$ cat src/rtl/recip_pkg.sv
package recip_pkg;

  // Number of register stages between an accepted operand and its result.
  localparam int RECIP_LATENCY = 3;

  // Load strobes issued by the control to the datapath stage registers.
  typedef struct packed {
    logic ldNorm;   // capture normalized mantissa, seed, shift, zero flag
    logic ldResid;  // capture residual 2 - m*x0
    logic ldOut;    // capture refined, rounded result
  } recipStrobe_t;

endpackage

$ cat src/rtl/recip_ctrl.sv
module recip_ctrl
  import recip_pkg::*;
(
  input  logic         clk,
  input  logic         rstN,
  input  logic         inValid,
  output recipStrobe_t strobe,
  output logic         outValid
);

  logic [RECIP_LATENCY-1:0] liveQ;

  always_ff @(posedge clk or negedge rstN) begin
    if (!rstN) begin
      liveQ <= '0;
    end else begin
      liveQ <= {liveQ[RECIP_LATENCY-2:0], inValid};
    end
  end

  always_comb begin
    strobe.ldNorm  = inValid;
    strobe.ldResid = liveQ[0];
    strobe.ldOut   = liveQ[1];
  end

  assign outValid = liveQ[RECIP_LATENCY-1];

  // an accepted operand yields a result three edges later
  assert_latency_R5: assert property (@(posedge clk) disable iff (!rstN)
    inValid |-> ##3 outValid);

  // the output stage is loaded only on the cycle before a result appears
  assert_out_load_R5: assert property (@(posedge clk) disable iff (!rstN)
    strobe.ldOut |=> outValid);

endmodule

$ cat src/rtl/recip_norm.sv
module recip_norm #(
  parameter int IN_W = 16
) (
  input  logic [IN_W-1:0]         opX,
  output logic [IN_W-1:0]         normX,
  output logic [$clog2(IN_W)-1:0] shiftAmt,
  output logic                    isZero
);

  localparam int SHIFT_W = $clog2(IN_W);

  always_comb begin
    shiftAmt = '0;
    for (int i = 0; i < IN_W; i++) begin
      if (opX[i]) shiftAmt = SHIFT_W'(IN_W - 1 - i);
    end
    isZero = (opX == '0);
    normX  = opX << shiftAmt;
  end

endmodule

$ cat src/rtl/recip_seed_rom.sv
module recip_seed_rom #(
  parameter int IDX_W  = 8,
  parameter int SEED_W = 12
) (
  input  logic [IDX_W-1:0]  idx,
  output logic [SEED_W-1:0] seed
);

  localparam int ENTRIES = 1 << IDX_W;
  localparam int SEED_F  = SEED_W - 1;

  // Rounded inverse of the interval midpoint 1 + (k + 0.5) / 2^IDX_W.
  function automatic logic [SEED_W-1:0] midInverse(input int k);
    longint num;
    longint den;
    num = longint'(1) << (SEED_F + IDX_W + 2);
    den = (longint'(1) << (IDX_W + 1)) + longint'(2 * k + 1);
    return SEED_W'(((num / den) + 1) >> 1);
  endfunction

  logic [SEED_W-1:0] seedTab [ENTRIES];

  for (genvar g = 0; g < ENTRIES; g++) begin : gEntry
    localparam logic [SEED_W-1:0] ENTRY_VAL = midInverse(g);
    assign seedTab[g] = ENTRY_VAL;
  end

  assign seed = seedTab[idx];

endmodule

$ cat src/rtl/recip_datapath.sv
module recip_datapath
  import recip_pkg::*;
#(
  parameter int IN_W   = 16,
  parameter int OUT_W  = 16,
  parameter int IDX_W  = 8,
  parameter int SEED_W = 12
) (
  input  logic                    clk,
  input  logic                    rstN,
  input  recipStrobe_t            strobe,
  input  logic [IN_W-1:0]         inX,
  output logic [OUT_W-1:0]        outRecip,
  output logic [$clog2(IN_W)-1:0] outShift,
  output logic                    outDivZero
);

  localparam int SHIFT_W = $clog2(IN_W);
  localparam int MANT_F  = IN_W - 1;           // fraction bits of mantissa
  localparam int SEED_F  = SEED_W - 1;         // fraction bits of seed
  localparam int PROD_W  = IN_W + SEED_W;      // m*x0 and residual width
  localparam int PROD_F  = MANT_F + SEED_F;
  localparam int REF_W   = PROD_W + SEED_W;    // refined product width
  localparam int REF_F   = PROD_F + SEED_F;
  localparam int DROP    = REF_F - (OUT_W - 1);
  localparam logic [PROD_W-1:0] TWO_P    = PROD_W'(1) << (PROD_F + 1);
  localparam logic [PROD_W-1:0] ONE_P    = PROD_W'(1) << PROD_F;
  localparam logic [PROD_W-1:0] BAND_P   = PROD_W'(1) << (PROD_F - 7);
  localparam logic [REF_W-1:0]  RND_HALF = REF_W'(1) << (DROP - 1);
  localparam logic [REF_W-1:0]  OUT_MAX  = REF_W'({OUT_W{1'b1}});
  localparam logic [SEED_W-1:0] SEED_ONE = SEED_W'(1) << SEED_F;
  localparam logic [SEED_W-1:0] SEED_HLF = SEED_W'(1) << (SEED_F - 1);

  // ---------------- stage 1: normalize and look up seed ----------------
  logic [IN_W-1:0]    nrmX;
  logic [SHIFT_W-1:0] nrmShift;
  logic               nrmZero;
  logic [SEED_W-1:0]  seedRaw;

  recip_norm #(.IN_W(IN_W)) u_norm (
    .opX      (inX),
    .normX    (nrmX),
    .shiftAmt (nrmShift),
    .isZero   (nrmZero)
  );

  recip_seed_rom #(.IDX_W(IDX_W), .SEED_W(SEED_W)) u_seed (
    .idx  (nrmX[IN_W-2 -: IDX_W]),
    .seed (seedRaw)
  );

  logic [IN_W-1:0]    mant1Q;
  logic [SEED_W-1:0]  seed1Q;
  logic [SHIFT_W-1:0] shift1Q;
  logic               zero1Q;

  always_ff @(posedge clk or negedge rstN) begin
    if (!rstN) begin
      mant1Q  <= '0;
      seed1Q  <= '0;
      shift1Q <= '0;
      zero1Q  <= 1'b0;
    end else if (strobe.ldNorm) begin
      mant1Q  <= nrmX;
      seed1Q  <= seedRaw;
      shift1Q <= nrmZero ? '0 : nrmShift;
      zero1Q  <= nrmZero;
    end
  end

  // ---------------- stage 2: residual 2 - m*x0 ----------------
  logic [PROD_W-1:0] prodMx;
  logic [PROD_W-1:0] resid;

  always_comb begin
    prodMx = PROD_W'(mant1Q) * PROD_W'(seed1Q);
    resid  = TWO_P - prodMx;
  end

  logic [PROD_W-1:0]  resid2Q;
  logic [SEED_W-1:0]  seed2Q;
  logic [SHIFT_W-1:0] shift2Q;
  logic               zero2Q;

  always_ff @(posedge clk or negedge rstN) begin
    if (!rstN) begin
      resid2Q <= '0;
      seed2Q  <= '0;
      shift2Q <= '0;
      zero2Q  <= 1'b0;
    end else if (strobe.ldResid) begin
      resid2Q <= resid;
      seed2Q  <= seed1Q;
      shift2Q <= shift1Q;
      zero2Q  <= zero1Q;
    end
  end

  // ---------------- stage 3: x1 = x0 * residual, round ----------------
  logic [REF_W-1:0] refined;
  logic [REF_W-1:0] rounded;
  logic [OUT_W-1:0] mantOut;

  always_comb begin
    refined = REF_W'(seed2Q) * REF_W'(resid2Q);
    rounded = (refined + RND_HALF) >> DROP;
    if (zero2Q || (rounded > OUT_MAX)) begin
      mantOut = '1;
    end else begin
      mantOut = rounded[OUT_W-1:0];
    end
  end

  always_ff @(posedge clk or negedge rstN) begin
    if (!rstN) begin
      outRecip   <= '0;
      outShift   <= '0;
      outDivZero <= 1'b0;
    end else if (strobe.ldOut) begin
      outRecip   <= mantOut;
      outShift   <= shift2Q;
      outDivZero <= zero2Q;
    end
  end

  // the normalizer leaves the leading one in the top bit
  assert_norm_msb_R1: assert property (@(posedge clk) disable iff (!rstN)
    (strobe.ldNorm && !nrmZero) |-> nrmX[IN_W-1]);

  // a table seed is the inverse of a value in [1,2)
  assert_seed_range_R2: assert property (@(posedge clk) disable iff (!rstN)
    (strobe.ldNorm && !nrmZero) |-> (seedRaw > SEED_HLF && seedRaw <= SEED_ONE));

  // the seed error is small, so the residual stays close to one
  assert_resid_band_R2: assert property (@(posedge clk) disable iff (!rstN)
    (strobe.ldResid && !zero1Q) |-> (resid >= ONE_P - BAND_P && resid <= ONE_P + BAND_P));

  // a zero operand leaves the stage saturated with a cleared shift
  assert_zero_sat_R4: assert property (@(posedge clk) disable iff (!rstN)
    (strobe.ldOut && zero2Q) |=> (outDivZero && outRecip == '1 && outShift == '0));

endmodule

$ cat src/rtl/recip_unit.sv
module recip_unit
  import recip_pkg::*;
#(
  parameter int IN_W   = 16,
  parameter int OUT_W  = 16,
  parameter int IDX_W  = 8,
  parameter int SEED_W = 12
) (
  input  logic                    clk,
  input  logic                    rstN,
  input  logic                    inValid,
  input  logic [IN_W-1:0]         inX,
  output logic                    outValid,
  output logic [OUT_W-1:0]        outRecip,
  output logic [$clog2(IN_W)-1:0] outShift,
  output logic                    outDivZero
);

  localparam logic [OUT_W-1:0] MANT_LO = OUT_W'(1) << (OUT_W - 2);
  localparam logic [OUT_W-1:0] MANT_HI = OUT_W'(1) << (OUT_W - 1);

  recipStrobe_t strobe;

  recip_ctrl u_ctrl (
    .clk      (clk),
    .rstN     (rstN),
    .inValid  (inValid),
    .strobe   (strobe),
    .outValid (outValid)
  );

  recip_datapath #(
    .IN_W   (IN_W),
    .OUT_W  (OUT_W),
    .IDX_W  (IDX_W),
    .SEED_W (SEED_W)
  ) u_dp (
    .clk        (clk),
    .rstN       (rstN),
    .strobe     (strobe),
    .inX        (inX),
    .outRecip   (outRecip),
    .outShift   (outShift),
    .outDivZero (outDivZero)
  );

  // a nonzero result lies in [0.5, 1.0]
  assert_mant_range_R3: assert property (@(posedge clk) disable iff (!rstN)
    (outValid && !outDivZero) |-> (outRecip >= MANT_LO && outRecip <= MANT_HI));

  // outputs hold while no result is being loaded
  assert_hold_R6: assert property (@(posedge clk) disable iff (!rstN)
    !strobe.ldOut |=> ($stable(outRecip) && $stable(outShift) && $stable(outDivZero)));

endmodule

$ cat config.mk
export PLATFORM = sky130hd
export DESIGN_NAME = recip_unit
export DESIGN_NICKNAME = d
export VERILOG_FILES = /design/src/rtl/recip_pkg.sv /design/src/rtl/recip_ctrl.sv /design/src/rtl/recip_norm.sv /design/src/rtl/recip_seed_rom.sv /design/src/rtl/recip_datapath.sv /design/src/rtl/recip_unit.sv
export SDC_FILE = /design/constraint.sdc
export NUM_CORES = 1
export LEC_CHECK = 0
export CAP_MARGIN = 20
export CORE_ASPECT_RATIO = 0.9
export CORE_UTILIZATION = 35
export DETAILED_ROUTE_END_ITERATION = 8
export GPL_TIMING_DRIVEN = 0
export SLEW_MARGIN = 20
export SYNTH_ARGS = -nofsm -noshare
export SYNTH_HDL_FRONTEND = slang
export SYNTH_SLANG_ARGS = --single-unit
export TNS_END_PERCENT = 20
$ cat constraint.sdc
create_clock -name clk -period 10.09 [get_ports clk]
set_input_delay 2.018 -clock clk [delete_from_list [all_inputs] [get_ports clk]]
set_output_delay 2.018 -clock clk [all_outputs]
set_load 0.02 [all_outputs]
==> metrics.txt, run 1 <==
DRC viols=0; simple-gate share of the synthesized area=17.29%; number of top-level pins=41; Num CTS Buffers=9; Tmin final=8.292 ns; Setup CP Type=flip-flop to flip-flop; share of cells above drive strength 1=4.845%; initial antenna violation count=0; Ys Warns=0; Synth top area share=32.25%; crit path DAT=8.62 ns; latest clock arrival within the worst-skew pair=0.39 ns; Post-synth ARST share=100.0%; main area contributors after synthesis=fa_1 32%, ha_1 12%, dfrtp_1 11%; Hold WS=0.3879 ns; most frequent CP cell=fa_1; critical path's slowest cell=a21oi_1; fin crit share=82.18%; die area=65590 um^2; commonest non-fill, non-tap cell in the layout=inv_1; CP Capture Type=flip-flop; core region area=63240 um^2; met1 wire length=30.03 mm; initial core utilization=35.73%; RSZ-0062 raised after global routing=false; Compound-Gate Fraction of Synth Area=12.04%; mux contribution to synthesized area=3.200%; nets@finish=3223; global-route wire length before repair=106.6 mm; Crit path depth=23; Max Cap Violations=0; Hold Fails Final Rpt=0; vias in the first global route=18979; Post-Route WL=65.07 mm; Setup WS pre-CTS=1.780 ns; WP data required=10.42 ns; clock-pin transition on the worst setup and hold timing paths=0.08 ns; Synth Net Count=3172; Placer Congestion=0.9619; Adder-Cell Fraction of Synth Area=44.65%; Syn Inst Count=2565; Tot GR Track Use=20.56%; die height=243.1 um; combined buffer and inverter count along the critical path=4; met2 wire length=28.76 mm; crit path max fanout=10; Clock Sinks=100; cells along the critical path=clkbuf_1 -> clkbuf_1 -> nand2_1 -> fa_1 -> fa_1 -> inv_1 -> fa_1 -> fa_1 -> fa_1 -> ha_1 -> a211o_1 -> or4_1 -> o22ai_1 -> o21ai_0 -> nand3_1 -> a31oi_1 -> o21ai_0 -> o311ai_0 -> o31ai_1 -> nor2_1 -> a21oi_1 -> clkbuf_1 -> o22a_1; Post-synth top flop=dfrtp_1; via-per-instance ratio=5.250; final setup margin=1.798 ns; I/O Buffers=38; Root Buffer Master=clkbuf_16; DR vias=18207; worst hold path cell count=0; status=finished clean; family with the most delay on the worst path=adder cells; CP max stage delay=0.68 ns; Rows=87; Yosys reg bits=100; crit start category=flip-flop; hold buffers post-CTS=0; CTS tree=done; HPWL after DPL=51.77 mm; Die W=269.8 um; total gr overflow=0; routed wl met3=4.711 mm; area delta synth->final=7.901%; postcts setup bufs=0; CTS Buffer Depth=2; Post-synth EDFFs=0; post-route ant nets=0; Core Util, Final=38.55%; Slew Limit Fails=0; R2R depth=23; DR iter-0 viols=1715; commonest non-fill, non-tap cells in the layout=451 x inv_1, 364 x fa_1, 272 x and2_1; most area-hungry cell type in the Yosys netlist=fa_1; H-tree Lvls=3; Worst-Margin Slew=0.8787 ns; class of the worst hold path=flip-flop to flip-flop; Final setup viols=0; cts repair resizes=0; top layer used by detailed routing=met4; worst clock skew=0.01058 ns; Netlist cell types=88; R2R setup slack=1.80 ns; largest net degree at the start of global routing=70; Avg Inst Size Synth=8.810 um^2; cell area after synthesis=22600 um^2; Rel. slew slack=40.88%; Avg WL per Cell=18.76 um; Seq/Total Area, Yosys=11.07%; setup TNS=0 ns; f_max=120.6 MHz; main combinational cell family by area after synthesis=adder cells; TritonRoute pass-1 iters=6; xor/xnor share of the synthesized area=1.401%
area by class of cell:
| type | instances | area (um^2) |
|---|---|---|
| Fill cell | 6451 | 38860 |
| Multi-Input combinational cell | 1862 | 17760 |
| Sequential cell | 100 | 2502 |
| Inverter | 454 | 1707 |
| Tap cell | 845 | 1057 |
| Buffer | 149 | 631.9 |
| Timing Repair Buffer | 40 | 414.1 |
| Clock buffer | 10 | 239.0 |
| Clock inverter | 6 | 70.07 |
| Antenna cell | 2 | 5.005 |
synthesized netlist by cell type, types with 6 or more instances:
library cell,n
a2111oi_0,7
a211oi_1,18
a21o_1,14
a21oi_1,91
a221o_1,7
a221oi_1,6
a311oi_1,8
a31oi_1,13
and2_1,272
and3_1,9
buf_1,7
buf_2,24
clkbuf_1,109
dfrtp_1,100
fa_1,364
ha_1,224
inv_1,451
mux2_2,51
mux2i_1,9
nand2_1,262
nand2b_1,20
nand3_1,28
nand4_1,9
nor2_1,130
nor2b_1,9
nor3_1,20
nor4_1,6
o2111ai_1,6
o211ai_1,28
o21a_1,14
o21ai_0,67
o22a_1,17
o22ai_1,14
o31ai_1,7
or4_1,6
xnor2_1,27
xor2_1,6
registers in the layout, summed over array words and instances, names as in the netlist:
signal,cells
u_dp.zero1Q,1
u_dp.seed1Q,11
u_dp.outRecip,16
u_dp.shift2Q,4
u_dp.outDivZero,1
u_ctrl.liveQ,3
u_dp.resid2Q,28
u_dp.outShift,4
u_dp.seed2Q,11
u_dp.mant1Q,16
u_dp.shift1Q,4
u_dp.zero2Q,1
worst paths after layout:
kind / start / to
worst max-delay path: u_dp.seed2Q[3]$_DFFE_PN0P_ / u_dp.outRecip[7]$_DFFE_PN0P_
worst min-delay path: u_ctrl.liveQ[0]$_DFF_PN0_ / u_ctrl.liveQ[1]$_DFF_PN0_
worst max register to register: u_dp.seed2Q[3]$_DFFE_PN0P_ / u_dp.outRecip[7]$_DFFE_PN0P_
worst min register to register: u_ctrl.liveQ[0]$_DFF_PN0_ / u_ctrl.liveQ[1]$_DFF_PN0_
max in group asynchronous: rstN / u_dp.mant1Q[2]$_DFFE_PN0P_
min in group asynchronous: rstN / u_dp.outRecip[0]$_DFFE_PN0P_
stage by stage:
step                      instance area [um^2]  instances
final                                    24380       3468
after global placement                   24040       3448
after CTS                                24370       3465
after floorplan                          22600       2565
after global routing                     24380       3466
after detailed placement                 24060       3449
routing by layer:
metal	up-vias	track usage [%]
met5	-	0
li1	8328	-
met2	656	32.19
met4	0	5.732
met3	125	4.056
met1	9098	28.73
worst reg2reg max path: cells and delay by family (launching register included):
family | cells | cell delay, ns
fa+ha+maj | 6 | 2.79
compound gates | 9 | 2.78
buf+inv | 4 | 1.43
simple gates | 4 | 0.88
flops | 1 | 0.34
kinds of logic (layout without fill, tap and decap cells):
group	Yosys count	in the layout
fa+ha+maj	588	588
other cells	0	2
xor+xnor	34	34
buf+inv	603	659
compound gates	391	391
flops	100	100
simple gates	786	786
mux	63	63
Power of run 1 is left out: the tool's default activity adds up to more than one toggle a clock period on the data nets, which glitch-free logic cannot reach.
==> run 2: changes to the inputs <==
==> constraint.sdc (replaced) <==
create_clock -name clk -period 7.8 [get_ports clk]
set_input_delay 1.56 -clock clk [delete_from_list [all_inputs] [get_ports clk]]
set_output_delay 1.56 -clock clk [all_outputs]
set_load 0.02 [all_outputs]
==> run 2 against run 1 <==
Against the previous run: clock skew barely moved; critical path depth fell by 1; largest cell class unchanged; register-to-register slack worse by 1.4 ns; final cell count barely moved; flip-flop and latch count did not move; via count is essentially flat; die area stayed put; clock-buffer cell count is the same.
==> metrics.txt, run 2 (same netlist as run 1, synthesis figures left out) <==
H-tree Lvls=3 (unchanged); Avg WL per Cell=18.80 um (+0.20%); Setup CP Type=flip-flop to flip-flop; crit start category=flip-flop; Rel. slew slack=38.94% (-1.9 points); Post-Route WL=65.14 mm (+0.11%); initial core utilization=35.73% (unchanged); Root Buffer Master=clkbuf_16; Tmin final=7.370 ns (-0.9218 ns); via-per-instance ratio=5.257 (+0.14%); DR iter-0 viols=1728 (+0.76%); CP max stage delay=0.65 ns (-0.03 ns); nets@finish=3221 (-0.062%); global-route wire length before repair=106.6 mm (about the same); hold buffers post-CTS=0 (unchanged); post-route ant nets=0 (unchanged); number of top-level pins=41 (unchanged); crit path DAT=7.65 ns (-0.97 ns); status=finished clean; family with the most delay on the worst path=adder cells; total gr overflow=0 (unchanged); most frequent CP cell=fa_1; combined buffer and inverter count along the critical path=3 (-1); f_max=135.7 MHz (+13%); CTS Buffer Depth=2 (unchanged); critical path's slowest cell=dfrtp_1; Worst-Margin Slew=0.9158 ns (+0.03714 ns); HPWL after DPL=51.77 mm (unchanged); Max Cap Violations=0 (unchanged); crit path max fanout=10 (unchanged); max reg flops=28 (unchanged); die area=65590 um^2 (unchanged); TritonRoute pass-1 iters=6 (unchanged); vias in the first global route=18984 (+0.026%); area delta synth->final=8.029%; Tot GR Track Use=20.56% (about the same); Hold Fails Final Rpt=0 (unchanged); class of the worst hold path=flip-flop to flip-flop; CP Capture Type=flip-flop; fin crit share=94.49% (+12 points); Die W=269.8 um (unchanged); cts repair resizes=5 (+5); Num CTS Buffers=9 (unchanged); clock-pin transition on the worst setup and hold timing paths=0.08 ns (about the same); Final setup viols=0 (unchanged); worst clock skew=0.01102 ns (+0.0004388 ns); DRC viols=0 (unchanged); Largest regs=u_dp.resid2Q (28), u_dp.mant1Q (16), u_dp.outRecip (16); Rows=87 (unchanged); latest clock arrival within the worst-skew pair=0.39 ns (about the same); core region area=63240 um^2 (unchanged); RSZ-0062 raised after global routing=true; most flop-heavy register=u_dp.resid2Q; Crit path depth=22 (-4.3%); worst hold path cell count=0 (unchanged); DR vias=18216 (+0.049%); Placer Congestion=0.9619 (unchanged); cells along the critical path=clkbuf_1 -> nand2_1 -> fa_1 -> inv_1 -> fa_1 -> fa_1 -> fa_1 -> inv_1 -> fa_1 -> ha_1 -> a21oi_1 -> nand2b_1 -> o31a_1 -> a41oi_1 -> a2111oi_0 -> o41ai_1 -> nand2b_1 -> a21oi_1 -> o2111ai_1 -> a21oi_1 -> xnor2_1 -> mux2_2; R2R depth=22 (-4.3%); commonest non-fill, non-tap cells in the layout=451 x inv_1, 364 x fa_1, 272 x and2_1; largest net degree at the start of global routing=70 (unchanged); postcts setup bufs=0 (unchanged); I/O Buffers=38 (unchanged); CTS tree=done; WP data required=8.08 ns (-2.34 ns); setup TNS=0 ns (unchanged); die height=243.1 um (unchanged); Slew Limit Fails=0 (unchanged); share of cells above drive strength 1=5.460% (+0.61 points); Clock Sinks=100 (unchanged); commonest non-fill, non-tap cell in the layout=inv_1; initial antenna violation count=0 (unchanged)
-- run 2: cell count changes in the layout (fill, tap and decap cells not counted) --
cell      before  now
a21oi_4        0    1
o311ai_1       2    3
a221oi_1       6    5
diode_2        2    1
clkbuf_2       2   15
clkbuf_1     109   94
a21oi_1       91   90
o31ai_2        0    1
a221oi_2       1    2
o311ai_0       5    4
o31ai_1        7    6
-- run 2: layout make-up --
type	count	area (um^2)
well taps	845	1057
flip-flops and latches	100	2502
fillers	6450	38830
inverters	454	1707
clock inverters	6	70.07
diodes	1	2.502
repair buffers	40	414.1
clock buffers	10	239.0
plain buffers	147	640.6
multi-input cells	1862	17780
-- run 2: layer usage --
metal	vias up	track usage, %	wire [um]
met2	668	32.25	28900
met4	0	5.632	1431
met3	121	3.987	4600
met5	-	0	0
met1	9102	28.78	30210
li1	8325	-	-
-- run 2: path summary, 6_finish.rpt --
path,from,to,slack (ns)
max,u_dp.seed1Q[4]$_DFFE_PN0P_,u_dp.resid2Q[26]$_DFFE_PN0P_,0.43
min,u_ctrl.liveQ[0]$_DFF_PN0_,u_ctrl.liveQ[1]$_DFF_PN0_,0.38
max reg2reg,u_dp.seed1Q[4]$_DFFE_PN0P_,u_dp.resid2Q[26]$_DFFE_PN0P_,0.43
min reg2reg,u_ctrl.liveQ[0]$_DFF_PN0_,u_ctrl.liveQ[1]$_DFF_PN0_,0.38
max in group asynchronous,rstN,u_dp.seed1Q[6]$_DFFE_PN0P_,6.04
min in group asynchronous,rstN,u_dp.outRecip[0]$_DFFE_PN0P_,1.05
-- run 2: stage by stage --
stage	cell area, um^2	hold WS, ns	worst slack (ns)	cells	utilization, %
5_1_grt	24410	0.4056	-0.009663	3464	38.60
3_3_place_gp	24040	0.3550	-0.5765	3448	38.00
2_1_floorplan	22600	0.3519	1.428	2565	-
4_1_cts	24370	0.3787	0.07868	3463	38.54
3_5_place_dp	24060	0.3596	-0.5102	3449	38.05
6_report	24410	0.3826	0.4298	3465	38.60
Power of run 2 is left out for the same reason.
==> run 3: changes to the inputs <==
--- a/config.mk
+++ b/config.mk
@@ -5,7 +5,7 @@
 export SDC_FILE = /design/constraint.sdc
 export NUM_CORES = 1
 export LEC_CHECK = 0
-export CAP_MARGIN = 20
+export ABC_CLOCK_PERIOD_IN_PS = 7800
 export CORE_ASPECT_RATIO = 0.9
 export CORE_UTILIZATION = 35
 export DETAILED_ROUTE_END_ITERATION = 8
@@ -13,5 +13,6 @@
 export SLEW_MARGIN = 20
 export SYNTH_ARGS = -nofsm -noshare
 export SYNTH_HDL_FRONTEND = slang
+export SYNTH_HIERARCHICAL = 1
 export SYNTH_SLANG_ARGS = --single-unit
 export TNS_END_PERCENT = 20
==> run 3 against run 2 <==
Against the previous run: synthesized area is 8.1% higher; core utilization is 0.33 points lower; flip-flop and latch count is 2 higher; final area is 7.8% higher; clock skew is 0.0024 ns higher; wire length is 3.0% higher; via count is 8.3% higher; highest routed layer unchanged; clock-buffer cell count is 2 higher.
==> metrics.txt, run 3 <==
postcts setup bufs=0 (unchanged); crit path DAT=7.58 ns (-0.07 ns); fin crit share=93.89% (-0.60 points); Post-synth top flop=dfrtp_1; TritonRoute pass-1 iters=5 (-1); initial antenna violation count=1 (+1); Cell Area, Placed=26000 um^2 (+8.0%); Synth top area share=32.93% (+0.68 points); Num CTS Buffers=9 (unchanged); most flop-heavy register=u_dp/resid2Q; Setup CP Type=input pin to flip-flop; total gr overflow=0 (unchanged); worst clock skew=0.01338 ns (+0.002358 ns); most area-hungry cell type in the Yosys netlist=fa_1; Tmin final=7.323 ns (-0.04714 ns); Placer Congestion=0.9516 (-1.1%); core region area=68770 um^2 (+8.7%); Hold Fails Final Rpt=0 (unchanged); Die W=280.5 um (+4.0%); Core Util, Final=38.27% (-0.33 points); nets@finish=3495 (+8.5%); latest clock arrival within the worst-skew pair=0.38 ns (about the same); Root Buffer Master=clkbuf_16; I/O Buffers=35 (-7.9%); die area=70890 um^2 (+8.1%); DR vias=19737 (+8.3%); cell area after synthesis=24440 um^2 (+8.1%); Tot GR Track Use=19.88% (-0.68 points); hold buffers post-CTS=0 (unchanged); main area contributors after synthesis=fa_1 33%, dfrtp_1 10%, ha_1 10%; Syn Inst Count=2831 (+10%); Ys Warns=6 (+6); Post-Route WL=67.11 mm (+3.0%); post-route ant nets=0 (unchanged); Worst-Margin Slew=1.068 ns (+0.1524 ns); clock-pin transition on the worst setup and hold timing paths=0.07 ns (about the same); crit start category=input pin; HPWL after DPL=54.83 mm (+5.9%); Slew Limit Fails=0 (unchanged); Avg WL per Cell=17.59 um (-6.4%); class of the worst hold path=flip-flop to flip-flop; commonest non-fill, non-tap cell in the layout=inv_1; RSZ-0062 raised after global routing=false; crit path max fanout=11 (+1); Clock Sinks=102 (+2.0%); f_max=136.6 MHz (+0.64%); most common cell in the netlist=inv_1; Largest regs=u_dp/resid2Q (28), u_dp/mant1Q (16), u_dp/outRecip (16); Rel. slew slack=28.47% (-10 points); largest net degree at the start of global routing=66 (-5.7%); max reg flops=28 (unchanged); H-tree Lvls=3 (unchanged); number of top-level pins=41 (unchanged); Post-synth ARST share=100.0% (unchanged); CTS tree=done; commonest non-fill, non-tap cells in the layout=522 x inv_1, 402 x fa_1, 385 x nand2_1; Avg Inst Size Synth=8.632 um^2 (-2.0%); share of cells above drive strength 1=6.415% (+0.95 points); cts repair resizes=0 (-5); via-per-instance ratio=5.174 (-1.6%); Synth top cells by count=522 x inv_1, 402 x fa_1, 385 x nand2_1, 245 x and2_1, 195 x ha_1; setup TNS=0 ns (unchanged); CP Capture Type=flip-flop; Synth Net Count=3447 (+8.7%); Post-synth EDFFs=0 (unchanged); Max Cap Violations=0 (unchanged); initial core utilization=35.54% (-0.20 points); DRC viols=0 (unchanged); global-route wire length before repair=110.7 mm (+3.8%); design area=26320 um^2 (+7.8%); DR iter-0 viols=1502 (-13%); Rows=91 (+4.6%); area delta synth->final=7.690%; vias in the first global route=19985 (+5.3%); Seq/Total Area, Yosys=10.44% (-0.63 points); Yosys reg bits=102 (+2.0%); die height=252.7 um (+4.0%); WP data required=8.06 ns (-0.02 ns); CTS Buffer Depth=2 (unchanged); Final setup viols=0 (unchanged); status=finished clean; Netlist cell types=102 (+16%)
## run 3: changes by cell type after synthesis, moves of 13 or more
cell | before | now
nor2_1 | 130 | 61
a21oi_1 | 91 | 120
mux2_2 | 51 | 65
inv_1 | 451 | 522
and2_1 | 272 | 245
ha_1 | 224 | 195
fa_1 | 364 | 402
nand2_1 | 262 | 385
a21o_1 | 14 | 33
nand3b_1 | 0 | 13
nor3_1 | 20 | 33
## run 3: cell families after synthesis
group / synth area share [%]
AO/OA/AOI/OAI: 12.45
XOR/XNOR: 0.9676
adder cells (fa/ha/maj): 42.91
buffers and inverters: 11.30
flip-flops: 10.44
multiplexers: 3.763
other: 0.03073
AND/OR/NAND/NOR: 18.12
## run 3: per-layer routing
layer | GRT usage, % | share of wire (%) | vias to the layer above
li1 | - | - | 9088
met1 | 29.41 | 47 | 9970
met2 | 30.82 | 44 | 622
met3 | 2.468 | 6.9 | 57
met4 | 4.294 | 1.4 | 0
met5 | 0 | 0 | -
## run 3: layout make-up
class | count | area, um^2
Sequential cell | 102 | 2552
Buffer | 174 | 788.3
Inverter | 526 | 1974
Clock buffer | 12 | 256.5
Antenna cell | 1 | 2.502
Fill cell | 7041 | 42450
Multi-Input combinational cell | 2029 | 19140
Clock inverter | 4 | 52.55
Tap cell | 930 | 1164
Timing Repair Buffer | 37 | 390.4
## run 3: critical path, cell delays in order
cell             delay, ns
clkdlybuf4s50_1       0.60
nor2b_2               0.25
o21ai_2               0.20
nand3_1               0.17
a21oi_1               0.41
a32o_1                0.30
o21ai_0               0.19
o22ai_2               0.22
buf_6                 0.22
clkbuf_1              0.57
inv_1                 0.42
ha_1                  0.34
buf_2                 0.21
nor3b_1               0.35
a2111oi_0             0.11
a2111oi_0             0.52
a21oi_1               0.22
a21oi_1               0.23
a32oi_1               0.14
mux2_2                0.33
## run 3: worst paths after layout
path | start | endpoint | slack [ns] | cells after the start
hold / removal | u_ctrl/liveQ[0]$_DFF_PN0_ | u_ctrl/liveQ[1]$_DFF_PN0_ | 0.48 | 0
max in group asynchronous | rstN | u_dp/mant1Q[2]$_DFFE_PN0P_ | 6.00 | 2
setup reg to reg | u_dp/seed2Q[8]$_DFFE_PN0P_ | u_dp/outRecip[7]$_DFFE_PN0P_ | 0.50 | 20
min in group asynchronous | rstN | u_dp/outRecip[8]$_DFFE_PN0P_ | 1.11 | 1
setup / recovery | inX[4] | u_dp/seed1Q[3]$_DFFE_PN0P_ | 0.48 | 20
hold reg to reg | u_ctrl/liveQ[0]$_DFF_PN0_ | u_ctrl/liveQ[1]$_DFF_PN0_ | 0.48 | 0
## run 3: stage by stage
stage,hold slack [ns],worst slack (ns),instances
3_3_place_gp,0.4713,-0.4815,3796
6_report,0.4794,0.4769,3815
5_1_grt,0.5101,0.1381,3814
4_1_cts,0.4859,0.5558,3814
3_5_place_dp,0.4676,0.2411,3798
2_1_floorplan,0.4178,2.033,2831
Power of run 3 is left out for the same reason.
